`src/rtl/ebm_pkg.sv`:
```
package ebm_pkg;

  typedef enum logic [1:0] {
    ST_IDLE  = 2'd0,
    ST_RISEN = 2'd1,
    ST_FULL  = 2'd2,
    ST_HALF  = 2'd3
  } ctrlStateT;

  typedef struct packed {
    logic       loadOut;
    logic [1:0] outVal;
    logic       setErr;
  } strobeT;

  function automatic ctrlStateT nextOf(input ctrlStateT cur);
    case (cur)
      ST_IDLE:  nextOf = ST_RISEN;
      ST_RISEN: nextOf = ST_FULL;
      ST_FULL:  nextOf = ST_HALF;
      default:  nextOf = ST_IDLE;
    endcase
  endfunction

endpackage

```
`src/rtl/ebm_datapath.sv`:
```
module ebm_datapath
  import ebm_pkg::*;
#(
  parameter int SYNC_STAGES = 2,
  parameter int IN_WIDTH    = 3
) (
  input  logic                clk,
  input  logic                rst,
  input  logic [IN_WIDTH-1:0] rawIn,
  input  strobeT              strobes,
  output logic [IN_WIDTH-1:0] syncIn,
  output logic                outX,
  output logic                outY,
  output logic                errFlag
);

  localparam int LAST = SYNC_STAGES - 1;

  logic [SYNC_STAGES-1:0][IN_WIDTH-1:0] chain;

  generate
    if (SYNC_STAGES == 1) begin : g_single
      always_ff @(posedge clk) begin
        if (rst) chain <= '0;
        else     chain[0] <= rawIn;
      end
    end else begin : g_multi
      always_ff @(posedge clk) begin
        if (rst) chain <= '0;
        else     chain <= {chain[SYNC_STAGES-2:0], rawIn};
      end
    end
  endgenerate

  assign syncIn = chain[LAST];

  always_ff @(posedge clk) begin
    if (rst) begin
      outX    <= 1'b0;
      outY    <= 1'b0;
      errFlag <= 1'b0;
    end else begin
      if (strobes.setErr)  errFlag <= 1'b1;
      if (strobes.loadOut) {outX, outY} <= strobes.outVal;
    end
  end

  assert_reset_R1: assert property (@(posedge clk)
    rst |=> (!outX && !outY && !errFlag));

  assert_err_sticky_R8: assert property (@(posedge clk) disable iff (rst)
    errFlag |=> errFlag);

  assert_out_frozen_R8: assert property (@(posedge clk) disable iff (rst)
    errFlag |=> $stable({outX, outY}));

  assert_out_from_load_R7: assert property (@(posedge clk) disable iff (rst)
    ({outX, outY} != $past({outX, outY})) |-> ($past(strobes.loadOut) || $past(rst)));

endmodule

```
`src/rtl/ebm_ctrl.sv`:
```
module ebm_ctrl
  import ebm_pkg::*;
(
  input  logic       clk,
  input  logic       rst,
  input  logic [2:0] syncIn,
  input  logic       errSeen,
  output strobeT     strobes
);

  ctrlStateT state;
  logic      settle;
  logic      sigA, sigB, sigC;
  logic      burstDone, burstBad, judge;
  logic [1:0] target;

  assign {sigA, sigB, sigC} = syncIn;

  always_comb begin
    burstDone = 1'b0;
    burstBad  = 1'b0;
    target    = 2'b00;
    case (state)
      ST_IDLE: begin
        burstBad  = sigC;
        burstDone = sigA;
        target    = 2'b11;
      end
      ST_RISEN: begin
        burstBad  = !sigA;
        burstDone = sigB && sigC;
        target    = 2'b01;
      end
      ST_FULL: begin
        burstBad  = !sigA || !sigB;
        burstDone = !sigC;
        target    = 2'b10;
      end
      default: begin
        burstBad  = sigC;
        burstDone = !sigA && !sigB;
        target    = 2'b00;
      end
    endcase
  end

  assign judge           = !settle && !errSeen;
  assign strobes.setErr  = judge && burstBad;
  assign strobes.loadOut = judge && burstDone && !burstBad;
  assign strobes.outVal  = target;

  always_ff @(posedge clk) begin
    if (rst) begin
      state  <= ST_IDLE;
      settle <= 1'b0;
    end else if (settle) begin
      state  <= nextOf(state);
      settle <= 1'b0;
    end else if (strobes.loadOut) begin
      settle <= 1'b1;
    end
  end

  assert_state_after_out_R7: assert property (@(posedge clk) disable iff (rst)
    (state != $past(state)) |-> $past(settle));

  assert_no_double_load_R7: assert property (@(posedge clk) disable iff (rst)
    strobes.loadOut |=> !strobes.loadOut);

endmodule

```
`src/rtl/ebm_controller.sv`:
```
module ebm_controller
  import ebm_pkg::*;
#(
  parameter int SYNC_STAGES = 2
) (
  input  logic clk,
  input  logic rst,
  input  logic inA,
  input  logic inB,
  input  logic inC,
  output logic outX,
  output logic outY,
  output logic protocolError
);

  strobeT     strobes;
  logic [2:0] syncIn;

  ebm_datapath #(.SYNC_STAGES(SYNC_STAGES), .IN_WIDTH(3)) u_datapath (
    .clk     (clk),
    .rst     (rst),
    .rawIn   ({inA, inB, inC}),
    .strobes (strobes),
    .syncIn  (syncIn),
    .outX    (outX),
    .outY    (outY),
    .errFlag (protocolError)
  );

  ebm_ctrl u_ctrl (
    .clk     (clk),
    .rst     (rst),
    .syncIn  (syncIn),
    .errSeen (protocolError),
    .strobes (strobes)
  );

endmodule

```
`config.mk`:
```
export PLATFORM = sky130hd
export DESIGN_NAME = ebm_controller
export DESIGN_NICKNAME = d
export VERILOG_FILES = /design/src/rtl/ebm_pkg.sv /design/src/rtl/ebm_datapath.sv /design/src/rtl/ebm_ctrl.sv /design/src/rtl/ebm_controller.sv
export SDC_FILE = /design/constraint.sdc
export NUM_CORES = 1
export LEC_CHECK = 0
export ABC_AREA = 1
export BUFFER_PORTS_ARGS = -buffer_cell sky130_fd_sc_hd__buf_4
export CORE_MARGIN = 2
export CORE_UTILIZATION = 25
export CTS_CLUSTER_DIAMETER = 40
export DETAILED_ROUTE_END_ITERATION = 6
export PLACE_DENSITY_LB_ADDON = 0.05
export SLEW_MARGIN = 20
export SYNTH_ARGS = -nofsm -noshare
export SYNTH_HDL_FRONTEND = slang
export SYNTH_SLANG_ARGS = --single-unit
export TNS_END_PERCENT = 30
```
`constraint.sdc`:
```
create_clock -name clk -period 1.34 [get_ports clk]
set_clock_uncertainty 0.1 [all_clocks]
set_input_delay 0.268 -clock clk [delete_from_list [all_inputs] [get_ports clk]]
set_output_delay 0.268 -clock clk [all_outputs]
set_load 0.03 [all_outputs]
```
==> flow_metrics.py <==
metrics = {
    "global_route": {
        "grt-ovfl-total": 0,
        "antenna_found_initial": 0,
        "grt_pass1_vias": 453,
        "grt_max_degree": 10,
        "grt_pass1_wl_um": 1970,
        "grt_util_all_layers": 0.104,
    },
    "clock_network": {
        "clkTransAtPathRegs_ns": 0.08,
        "insertion_delay_ns": 0.27,
        "cts_tree": "done",
        "hold_buffers": 0,
        "clock_path_buffers": 2,
        "cts_root_buf": "clkbuf_4",
        "cts_sinks": 12,
        "h-tree-depth": 1,
        "cts_buffers": 3,
    },
    "floorplan": {
        "die_h_um": 50.8,
        "rows": 16,
        "fp.dieW_um": 50.8,
        "start_util": 0.271,
        "die_area_um2": 2580,
        "core_um2": 2020,
        "io_pins": 8,
    },
    "sta": {
        "tightestPinTransition_ns": 0.158,
        "fin_ws_ns": -0.00468,
        "setup_viol": 1,
        "finalHoldViolations": 0,
        "max_slew_margin": 0.895,
        "fin_crit_sh": 1.00,
        "rsz0062_at_grt": "true",
        "maxSlewViolCount": 0,
        "fin_crit_ns": 1.34,
        "clock.fmax_mhz": 744,
    },
    "logic_synthesis": {
        "syn-instance-count": 74,
        "syn_avg_cell_area_um2": 7.41,
        "synth_area_um2": 548,
        "syn_nets": 83,
        "ys_ff_latch": 12,
        "yosysUniqueCellTypes": 14,
        "ys_seq_area_frac": 0.438,
        "yosysWarnings": 0,
    },
    "power": {
        "p_leak_nw": 0.359,
        "vdd.ir_drop.worst_uv": 498,
        "p_per_area_nw_per_um2": 970,
    },
    "run_status": {
        "violations": "negative setup slack",
        "status": "complete, but fails checks",
    },
    "final_layout": {
        "nets": 102,
        "final_cells": 119,
        "layout-drive-gt1-share": 0.435,
        "layout_common_cells": "nor2_1 (14), buf_4 (14), inv_1 (13)",
        "syn_to_final_growth_pct": 46.1,
        "n_antenna_cell": 0,
    },
    "drt": {
        "wire_per_inst_um": 9.11,
        "drc": 0,
        "drt_first_pass_iters": 4,
        "totalWireLength_um": 1080,
        "postRouteAntennaNets": 0,
        "vias": 454,
        "drt_iter0_markers": 13,
        "routed_via_density": 3.82,
    },
    "setup_path": {
        "path_max_fanout": 5,
        "worst-setup-path-type": "flip-flop to flip-flop",
        "startpoint_type": "flip-flop",
        "cp.arrival_ns": 1.42,
        "required_ns": 1.41,
        "endpoint_kind": "flip-flop",
    },
    "placement": {
        "gp_congestion": 0.702,
        "place_ws_ns": -0.102,
        "io_buffer_count": 7,
        "hpwl_um": 754,
        "post-place-cells": 113,
    },
    "worst_hold_path": {
        "hp-class": "primary input to flip-flop",
    },
    "run": {
        "maxCapViolations": 0,
    },
}
==> where the power goes <==
| part | internal [mW] | switching (mW) |
|---|---|---|
| Clock | 0.165 | 0.125 |
| Combinational | 0.0482 | 0.0587 |
| Sequential | 0.373 | 0.00764 |
| Total | 0.586 | 0.191 |
==> layer usage <==
layer / share of wire / vias to the layer above / wire, µm / global-route usage
li1: - / 252 / - / -
met1: 0.53 / 195 / 576 / 0.138
met2: 0.42 / 5 / 459 / 0.162
met3: 0.036 / 2 / 39 / 0.0175
met4: 0.0083 / 0 / 9 / 0.0541
met5: 0 / - / 0 / 0
==> Yosys cell counts <==
| master | count | area [µm²] |
|---|---|---|
| clkinv_1 | 1 | 3.75 |
| o22ai_1 | 2 | 12.5 |
| nor2_2 | 1 | 6.26 |
| nand3_1 | 3 | 15.0 |
| nand2_2 | 1 | 6.26 |
| dfxtp_1 | 12 | 240 |
| nand3_2 | 1 | 10.0 |
| nand2_1 | 12 | 45.0 |
| buf_4 | 1 | 7.51 |
| inv_1 | 17 | 63.8 |
| nor2_1 | 16 | 60.1 |
| nand3_4 | 1 | 17.5 |
| ha_1 | 4 | 50.1 |
| a21oi_1 | 2 | 10.0 |
==> cells by family (layout without fill, tap and decap cells) <==
| logic type | Yosys count | count (layout) | share of synthesized area |
|---|---|---|---|
| buf+inv | 19 | 37 | 0.137 |
| simple gates | 35 | 35 | 0.292 |
| fa+ha+maj | 4 | 4 | 0.0913 |
| flops | 12 | 12 | 0.438 |
| compound gates | 4 | 4 | 0.0411 |
==> cell type report <==
class	instances	area (µm²)
clock buffer	4	36.3
fill	223	1220
inverter	18	67.6
multi-input combinational	43	304
sequential	12	243
tap	27	33.8
timing repair buffer	15	116
==> worst paths after layout <==
path	startpoint	end	slack [ns]	depth (start not counted)
max	u_ctrl.state[1]	u_datapath.outX	-0.005	7
min	inA	u_datapath.chain[2]	0.1	3
max reg2reg	u_ctrl.state[1]	u_datapath.outX	-0.005	7
min reg2reg	u_datapath.chain[1]	u_datapath.syncIn[1]	0.30	2
==> flip-flops by register name (all words and copies together) (netlist names) <==
name and flops:
u_ctrl.settle 1, u_ctrl.state 2, u_datapath.chain 3, u_datapath.errFlag 1, u_datapath.outX 1, u_datapath.outY 1
u_datapath.syncIn 3
==> what timing repair did <==
item	CTS	global route
resized for setup	21	0
setup buffers	2	0
endpoints found under the hold margin	0	0
pin swaps	8	1
endpoints found under the setup margin	4	3
==> critical path: stages, from the launching register on <==
cell and delay (ns):
dfxtp_2 0.36, inv_2 0.07, ha_4 0.27, nand3_2 0.09
nand2_2 0.08, nand3_4 0.10, nor2_1 0.12, nor2_1 0.05
==> per-stage QoR <==
step                hold slack [ns]   TNS, ns   util  power, mW  cell area [µm²]
floorplan                     0.275         0      -      0.450              548
global placement              0.297    -0.215  0.332      0.486              672
detailed placement            0.293    -0.233  0.332      0.485              672
CTS                          0.0888  -0.00523  0.396      0.785              801
global route                  0.103    -0.178  0.396      0.826              801
finish                       0.0964  -0.00468  0.396      0.777              801
Power figures use the tool's default switching activity.
